`src/rtl/uart_coll_pkg.sv`:
```
package uart_coll_pkg;
  localparam int unsigned FLAG_COUNT = 2;
  localparam int unsigned FLAG_COLL  = 0;
  localparam int unsigned FLAG_ERR   = 1;
  typedef logic [FLAG_COUNT-1:0] flag_vec_t;
endpackage

```
`src/rtl/coll_compare.sv`:
```
module coll_compare (
  input  logic coll_en_i,
  input  logic tx_en_i,
  input  logic rx_en_i,
  input  logic tx_active_i,
  input  logic sample_stb_i,
  input  logic armed_i,
  input  logic tx_bit_i,
  input  logic rx_bit_i,
  output logic hit_o
);
  logic gate_open;
  always_comb begin
    gate_open = coll_en_i & tx_en_i & rx_en_i & tx_active_i & sample_stb_i & armed_i;
    hit_o     = gate_open & (tx_bit_i ^ rx_bit_i);
  end
endmodule

```
`src/rtl/coll_shutdown.sv`:
```
module coll_shutdown #(
  parameter int unsigned SYNC_CYCLES = 2
) (
  input  logic clk,
  input  logic rst_n,
  input  logic hit_i,
  input  logic tx_en_i,
  output logic armed_o,
  output logic abort_o,
  output logic busy_o,
  output logic clr_o,
  output logic locked_o
);
  localparam int unsigned CNT_W = $clog2(SYNC_CYCLES + 1);

  logic [CNT_W-1:0] cnt_q;
  logic             tx_en_q;
  logic             re_enable;

  assign re_enable = tx_en_i & ~tx_en_q;
  assign busy_o    = (cnt_q != '0);
  assign armed_o   = ~locked_o & ~busy_o;

  always_ff @(posedge clk or negedge rst_n) begin
    if (!rst_n) begin
      cnt_q    <= '0;
      tx_en_q  <= 1'b0;
      abort_o  <= 1'b0;
      clr_o    <= 1'b0;
      locked_o <= 1'b0;
    end else begin
      tx_en_q <= tx_en_i;
      abort_o <= hit_i;
      clr_o   <= 1'b0;
      if (hit_i) begin
        cnt_q <= CNT_W'(SYNC_CYCLES);
      end else if (busy_o) begin
        cnt_q <= cnt_q - 1'b1;
        if (cnt_q == CNT_W'(1)) begin
          clr_o    <= 1'b1;
          locked_o <= 1'b1;
        end
      end else if (re_enable) begin
        locked_o <= 1'b0;
      end
    end
  end

  AST_NO_RETRIGGER: assert property (@(posedge clk) disable iff (!rst_n)
    (busy_o || locked_o) |=> !abort_o || $past(busy_o))
    else $error("retrigger while shut down");
  AST_CLR_AFTER_BUSY: assert property (@(posedge clk) disable iff (!rst_n)
    clr_o |-> !busy_o && locked_o && $past(busy_o))
    else $error("enable clear out of sequence");
endmodule

```
`src/rtl/coll_flags.sv`:
```
module coll_flags
  import uart_coll_pkg::*;
(
  input  logic      clk,
  input  logic      rst_n,
  input  logic      set_i,
  input  flag_vec_t clr_i,
  output flag_vec_t flags_o
);
  for (genvar g = 0; g < FLAG_COUNT; g++) begin : g_flag
    always_ff @(posedge clk or negedge rst_n) begin
      if (!rst_n)         flags_o[g] <= 1'b0;
      else if (set_i)     flags_o[g] <= 1'b1;
      else if (clr_i[g])  flags_o[g] <= 1'b0;
    end
  end

  AST_FLAG_STICKY: assert property (@(posedge clk) disable iff (!rst_n)
    (flags_o[FLAG_COLL] && !clr_i[FLAG_COLL]) |=> flags_o[FLAG_COLL])
    else $error("collision status lost");
endmodule

```
`src/rtl/uart_coll_guard.sv`:
```
module uart_coll_guard
  import uart_coll_pkg::*;
#(
  parameter int unsigned SYNC_CYCLES = 2
) (
  input  logic       clk,
  input  logic       rst_n,
  input  logic       coll_en_i,
  input  logic       tx_en_i,
  input  logic       rx_en_i,
  input  logic       tx_active_i,
  input  logic       tx_bit_i,
  input  logic       rx_bit_i,
  input  logic       sample_stb_i,
  input  logic [1:0] flags_clr_i,
  output logic       abort_o,
  output logic       flush_o,
  output logic       tx_en_clr_o,
  output logic       txd_oe_o,
  output logic       coll_sts_o,
  output logic       err_irq_o,
  output logic       ctrl_busy_o
);
  logic      hit, armed, locked, abort_q;
  flag_vec_t flags;

  coll_compare u_cmp (
    .coll_en_i   (coll_en_i),
    .tx_en_i     (tx_en_i),
    .rx_en_i     (rx_en_i),
    .tx_active_i (tx_active_i),
    .sample_stb_i(sample_stb_i),
    .armed_i     (armed),
    .tx_bit_i    (tx_bit_i),
    .rx_bit_i    (rx_bit_i),
    .hit_o       (hit)
  );

  coll_shutdown #(.SYNC_CYCLES(SYNC_CYCLES)) u_seq (
    .clk     (clk),
    .rst_n   (rst_n),
    .hit_i   (hit),
    .tx_en_i (tx_en_i),
    .armed_o (armed),
    .abort_o (abort_q),
    .busy_o  (ctrl_busy_o),
    .clr_o   (tx_en_clr_o),
    .locked_o(locked)
  );

  coll_flags u_flags (
    .clk    (clk),
    .rst_n  (rst_n),
    .set_i  (hit),
    .clr_i  (flags_clr_i),
    .flags_o(flags)
  );

  assign abort_o    = abort_q;
  assign flush_o    = abort_q;
  assign txd_oe_o   = tx_en_i & ~locked;
  assign coll_sts_o = flags[FLAG_COLL];
  assign err_irq_o  = flags[FLAG_ERR];

  AST_BUSY_WITH_ABORT: assert property (@(posedge clk) disable iff (!rst_n)
    $rose(ctrl_busy_o) |-> abort_o && flush_o)
    else $error("busy rose without abort");
  AST_FLAGS_ON_ABORT: assert property (@(posedge clk) disable iff (!rst_n)
    abort_o |-> coll_sts_o && err_irq_o)
    else $error("flags not set on abort");
  AST_PAD_RELEASED: assert property (@(posedge clk) disable iff (!rst_n)
    tx_en_clr_o |-> !txd_oe_o)
    else $error("pad still driven after clear");
  AST_GATE_DISABLED: assert property (@(posedge clk) disable iff (!rst_n)
    (!coll_en_i || !rx_en_i) |=> !abort_o)
    else $error("abort while checking disabled");
  AST_IDLE_NO_COLL: assert property (@(posedge clk) disable iff (!rst_n)
    !tx_active_i |=> !abort_o)
    else $error("abort while transmitter idle");
endmodule

```
`config.mk`:
```
export PLATFORM = sky130hd
export DESIGN_NAME = uart_coll_guard
export DESIGN_NICKNAME = d
export VERILOG_FILES = /design/src/rtl/uart_coll_pkg.sv /design/src/rtl/coll_compare.sv /design/src/rtl/coll_shutdown.sv /design/src/rtl/coll_flags.sv /design/src/rtl/uart_coll_guard.sv
export SDC_FILE = /design/constraint.sdc
export NUM_CORES = 1
export LEC_CHECK = 0
export BUFFER_PORTS_ARGS = -buffer_cell sky130_fd_sc_hd__buf_4
export CORE_AREA = 2 2 39 41
export CTS_CLUSTER_DIAMETER = 50
export DETAILED_ROUTE_END_ITERATION = 6
export DIE_AREA = 0 0 41 43
export PLACE_DENSITY = 0.58
export SYNTH_ARGS = -nofsm -noshare
export SYNTH_HDL_FRONTEND = slang
export SYNTH_HIERARCHICAL = 1
export SYNTH_SLANG_ARGS = --single-unit
```
`constraint.sdc`:
```
create_clock -name clk -period 2.88 [get_ports clk]
set_clock_uncertainty 0.2 [all_clocks]
set_input_delay 0.288 -clock clk [delete_from_list [all_inputs] [get_ports clk]]
set_output_delay 0.288 -clock clk [all_outputs]
set_load 0.005 [all_outputs]
```
==> metrics.cfg, run 1 <==
[sta]
holdWs_ns=0.1050
finalCriticalPeriod_ns=2.087
setup_viol=0
finalMaxSlewViolations=0
fin_setup_tns_ns=0
hold_violations=0
max_freq_mhz=479.1
finalCritPeriodShare_pct=72.47
worstMarginPinSlew_ns=0.4831
slew_headroom_pct=67.62
rsz0062_at_grt=false

[global_route]
grt_remaining_overflow=0
antenna_found_initial=0
grt_start_max_net_pins=9
grt_pass1_wl_um=1062
grt_pass1_vias=286
grt_usage_pct=9.220

[cells_and_area]
stdcell_area_um2=595.6
area_delta_synth_final_pct=44.24
layout-drive-gt1-share_pct=42.11
num-nets-final=74
diodes=0

[floorplan]
die_h_um=43
core_region_area_um2=1384
dieArea_um2=1763
initial_core_util_pct=29.84
rows=14
die_w_um=41
num_io_pins=18

[drt]
drt_iter0_drc=2
drc_errors=0
ant_nets=0
wl_per_cell_um=9.178
via_count=320
first_pass_iters=2
drt_wl_total_um=670
viasPerCell=4.384

[placement]
hpwl_um=527.7
dpl-instance-area_um2=553.0
gp_congestion=0.6579
portBuffers=17

[worst_setup_path]
rrSetupSlack_ns=0.79
crit_path_cell_trace=inv_1 > ha_1 > nor2b_1 > nand4_1 > nor3_2 > nand2b_1 > a21oi_2 > a2bb2oi_2
crit_path_top_delay_cell=nor3_2
reg2reg_to=u_seq/locked_o
critPathTopFamily=simple AND/OR/NAND/NOR gates
end_kind=flop
worstPathRequired_ns=2.81
worstPathMaxFanout=8
path_class=flop to flop
start_kind=flop
crit_arrival_ns=2.02
critPathBufInv=1
r2r-start=u_seq/cnt_q[0]
r2r_cells=8
max_stage_delay_ns=0.45

[clock_tree]
clk_pin_slew_worst_paths_ns=0.05
cts_buffers=3
clkLatencyLatePin_ns=0.25
clockBufferDepth=2
h-tree-depth=1
tritoncts=yes
clock-sinks=8
cts_root_buf=clkbuf_4

[logic_synthesis]
muxShareOfSynthArea_pct=0
synth_xor_area_share_pct=4.242
synth_compound_area_share_pct=12.73
synth_warnings=6
yosys.area_share.simple_pct=16.06
synth_area_um2=412.9
ys_seq_area_share_pct=48.48
yosys.area_share.adder_pct=12.12
synth_top_family_by_area=simple AND/OR/NAND/NOR gates
avgSynthCellArea_um2=11.47
ys_types=18
synth_nets=51
ys_ff_latch=8
synthCells=36

[power]
clockPowerShare_pct=18.8
pwr-share-comb_pct=43.4
power_switching_w=0.0001446
irDropWorstVdd_mv=0.4700
powerDensity_nw_per_um2=747.5
swShare_pct=32.48
p_int_w=0.0003006
p_leak_nw=0.3310
seqPwrFrac_pct=37.8

[worst_hold_path]
hp-start=flags_clr_i[1]
worstHoldPathCells=3
min_path_type=input port to flop
whs_endpoint=u_flags/flags_o[1]

[status]
status=complete, no violations

[run]
cap_violations=0

[layout by cell type (no fill, tap or decap)]
master and n:
nor2b_1 2, a21oi_1 1, inv_1 5, dlygate4sd3_1 2, xor2_1 1, ha_1 4
dfrtp_1 8, a21o_1 2, a211o_1 1, nand2_1 1, buf_4 17, nor2_1 2
nand4_1 1, xnor2_1 1, a21oi_2 1, nor2b_4 1, nand2b_1 2, clkbuf_4 3
a2bb2oi_2 1, nor3_2 1
[worst min-delay path, delay by kind of cell]
family	cells	cell delay, ns
AO/OA/AOI/OAI	1	0.09
buffers and inverters	2	0.15
[power groups by stage]
stage / registers, W / clock network [W] / logic (W)
after floorplan: 0.000168 / 0 / 0.000135
after global placement: 0.000170 / 0 / 0.000191
after detailed placement: 0.000172 / 0 / 0.000193
after CTS: 0.000170 / 0.0000884 / 0.000196
after global routing: 0.000172 / 0.0000955 / 0.000224
final: 0.000168 / 0.0000837 / 0.000193
[layout make-up]
type / count / area [um2]
Clock buffer: 3 / 22.52
Fill cell: 147 / 788.3
Inverter: 5 / 18.77
Multi-Input combinational cell: 22 / 186.4
Sequential cell: 8 / 200.2
Tap cell: 16 / 20.02
Timing Repair Buffer: 19 / 147.6
[routing by layer]
layer  track usage [%]  up-vias  wire length (um)
li1                  -      157                 -
met1             8.940      149               264
met2             14.37       14               317
met3             4.712        0                87
met4             6.000        0                 0
met5                 0        -                 0
[stage by stage]
| step | setup WS, ns | instances | power (W) | utilization [%] |
|---|---|---|---|---|
| after global placement | 0.8044 | 68 | 0.0003610 | 39.96 |
| final | 0.7927 | 73 | 0.0004452 | 43.04 |
| after global routing | 0.6437 | 73 | 0.0004916 | 43.04 |
| after detailed placement | 0.7711 | 68 | 0.0003647 | 39.96 |
| after CTS | 0.7554 | 73 | 0.0004543 | 43.04 |
| after floorplan | 0.9937 | 36 | 0.0003024 | - |
[worst max path at each step]
stage	depth (start not counted)	to	startpoint
after floorplan	8	u_seq/locked_o	u_seq/cnt_q[0]
final	8	u_seq/locked_o	u_seq/cnt_q[0]
after CTS	8	u_seq/locked_o	u_seq/cnt_q[0]
after global placement	8	u_seq/locked_o	u_seq/cnt_q[0]
after detailed placement	8	u_seq/locked_o	u_seq/cnt_q[0]
after global routing	8	u_seq/locked_o	u_seq/cnt_q[1]
[synthesized netlist by cell type]
library cell	count	area share (%)
buf_4	1	1.8
nand4_1	1	1.5
a21oi_2	1	2.1
a21o_1	2	3.6
nor2_1	2	1.8
nor2b_4	1	3.3
a211o_1	1	2.1
xor2_1	1	2.1
ha_1	4	12
nor3_2	1	2.4
a2bb2oi_2	1	3.6
nand2b_1	2	3.0
xnor2_1	1	2.1
nand2_1	1	0.91
dfrtp_1	8	48
a21oi_1	1	1.2
inv_1	5	4.5
nor2b_1	2	3.0
[flip-flops by register name, indices dropped and copies added, names as in the netlist]
signal,count
u_flags/flags_o,2
u_seq/cnt_q,2
u_seq/abort_o,1
u_seq/clr_o,1
u_seq/locked_o,1
u_seq/tx_en_q,1
[repair_timing]
| item | in CTS | in global routing |
|---|---|---|
| resized for setup | 0 | 0 |
| hold endpoints to repair | 9 | 0 |
| buffers inserted | 0 | 0 |
| hold buffers | 2 | 0 |
[cell families (layout without fill, tap and decap cells)]
kind of cell    count (synthesis)  in the layout
buf+inv                         6             27
xor+xnor                        2              2
fa+ha+maj                       4              4
simple gates                   10             10
compound gates                  6              6
flops                           8              8
Note: power is estimated with default switching activity, not from simulation.
==> inputs of run 2 (changes only) <==
==> constraint.sdc (replaced) <==
create_clock -name clk -period 2 [get_ports clk]
set_clock_uncertainty 0.2 [all_clocks]
set_input_delay 0.2 -clock clk [delete_from_list [all_inputs] [get_ports clk]]
set_output_delay 0.2 -clock clk [all_outputs]
set_load 0.005 [all_outputs]
==> metrics.cfg, run 2 (same netlist as run 1, synthesis figures left out) <==
[worst_setup_path]
rrSetupSlack_ns=0.17
end_kind=flop
cp-endpoint=u_seq/locked_o
path_class=flop to flop
cp.depth=8
r2r-start=u_seq/cnt_q[0]
crit_arrival_ns=1.81
r2r_cells=8
start_kind=flop
critPathBufInv=2
worstPathMaxFanout=7
crit_path_cell_trace=inv_1 > ha_1 > nor2b_1 > nand4_1 > nor3_2 > buf_4 > a21oi_1 > a2bb2oi_2
critPathTopFamily=simple AND/OR/NAND/NOR gates
worstPathRequired_ns=1.98
reg2reg_to=u_seq/locked_o
max_stage_delay_ns=0.42
crit_path_top_delay_cell=dfrtp_1
crit_start=u_seq/cnt_q[0]

[global_route]
antenna_found_initial=0
grt_remaining_overflow=0
grt_pass1_wl_um=1414
grt_start_max_net_pins=9
grt_pass1_vias=340
grt_usage_pct=12.77

[clock_tree]
h-tree-depth=1
cts_root_buf=clkbuf_4
tritoncts=yes
postCtsSetupBuffers=0
cts_buffers=3
clk_pin_slew_worst_paths_ns=0.05
clockBufferDepth=2
clock-sinks=8
clkLatencyLatePin_ns=0.25

[worst_hold_path]
worstHoldPathCells=3
min_path_type=input port to flop

[floorplan]
core_region_area_um2=1384
dieArea_um2=1763
die_h_um=43
num_io_pins=18
initial_core_util_pct=29.84
die_w_um=41
rows=14

[run]
cap_violations=0

[cells_and_area]
final_cell_mix=18 x buf_4, 8 x dfrtp_1, 5 x inv_1, 4 x ha_1, 3 x clkbuf_4
diodes=0
multi_input_area_um2=186.4
final_common_cell=buf_4
layout-drive-gt1-share_pct=43.10
regArea_um2=200.2
area_delta_synth_final_pct=46.06
fillCellCount=139
num-nets-final=75
top_regs=u_flags/flags_o (2), u_seq/cnt_q (2)

[sta]
finalMaxSlewViolations=0
max_freq_mhz=546.7
slew_headroom_pct=86.60
finalCriticalPeriod_ns=1.829
hold_violations=0
holdWs_ns=0.03093
finalCritPeriodShare_pct=91.45
setup_viol=0
fin_setup_tns_ns=0
worstMarginPinSlew_ns=0.2010
rsz0062_at_grt=false

[drt]
first_pass_iters=3
drt_iter0_drc=2
drt_wl_total_um=812
viasPerCell=4.392
via_count=325
wl_per_cell_um=10.97
ant_nets=0
drc_errors=0

[placement]
hpwl_um=629.8
portBuffers=17
gp_congestion=0.6755

[power]
irDropWorstVdd_mv=0.7042
powerDensity_nw_per_um2=1079
p_leak_nw=0.3364

[status]
status=complete, no violations

-- run 2: changes by cell type in the layout (fill, tap and decap cells not counted) --
cell,before,now
buf_4,17,18
-- run 2: final cells by class --
class                           count  share of cell area (%)
Tap cell                           16                   3.320
Clock buffer                        3                   3.734
Timing Repair Buffer               20                   25.73
Multi-Input combinational cell     22                   30.91
Sequential cell                     8                   33.20
Inverter                            5                   3.112
-- run 2: worst min path at each step --
stage,start,endpoint
6_report,flags_clr_i[0],u_flags/flags_o[0]
5_1_grt,flags_clr_i[0],u_flags/flags_o[0]
4_1_cts,flags_clr_i[1],u_flags/flags_o[1]
3_5_place_dp,rst_n,u_flags/flags_o[1]
3_3_place_gp,rst_n,u_flags/flags_o[1]
2_1_floorplan,rst_n,u_flags/flags_o[0]
-- run 2: worst min-delay path, cell delays in order --
cell and delay, ns:
buf_4 0.11, inv_1 0.04, a21o_1 0.10
-- run 2: where the power goes --
part	total [W]	switching, W	internal [W]
Sequential	0.000244	0.0000373	0.000207
Combinational	0.000285	0.000128	0.000157
Clock	0.000121	0.0000529	0.0000685
-- run 2: metrics by stage --
| step | util [%] | setup slack (ns) | std cells | instance area (um2) | power [W] |
|---|---|---|---|---|---|
| 2_1_floorplan | - | 0.1137 | 36 | 412.9 | 0.0004354 |
| 3_3_place_gp | 40.51 | 0.2154 | 69 | 560.5 | 0.0005254 |
| 3_5_place_dp | 40.51 | 0.1770 | 69 | 560.5 | 0.0005320 |
| 4_1_cts | 43.58 | 0.1549 | 74 | 603.1 | 0.0006630 |
| 5_1_grt | 43.58 | 0.01983 | 74 | 603.1 | 0.0007256 |
| 6_report | 43.58 | 0.1709 | 74 | 603.1 | 0.0006507 |
-- run 2: metal layers --
layer | wire (um) | global-route usage, % | vias to the layer above
li1 | - | - | 160
met1 | 324 | 12.91 | 147
met2 | 396 | 19.69 | 18
met3 | 90 | 7.853 | 0
met4 | 0 | 6.000 | 0
met5 | 0 | 0 | -
-- run 2: what timing repair did --
action,in CTS,in global routing
endpoints found under the hold margin,9,0
hold buffers,2,0
gates resized for setup,0,0
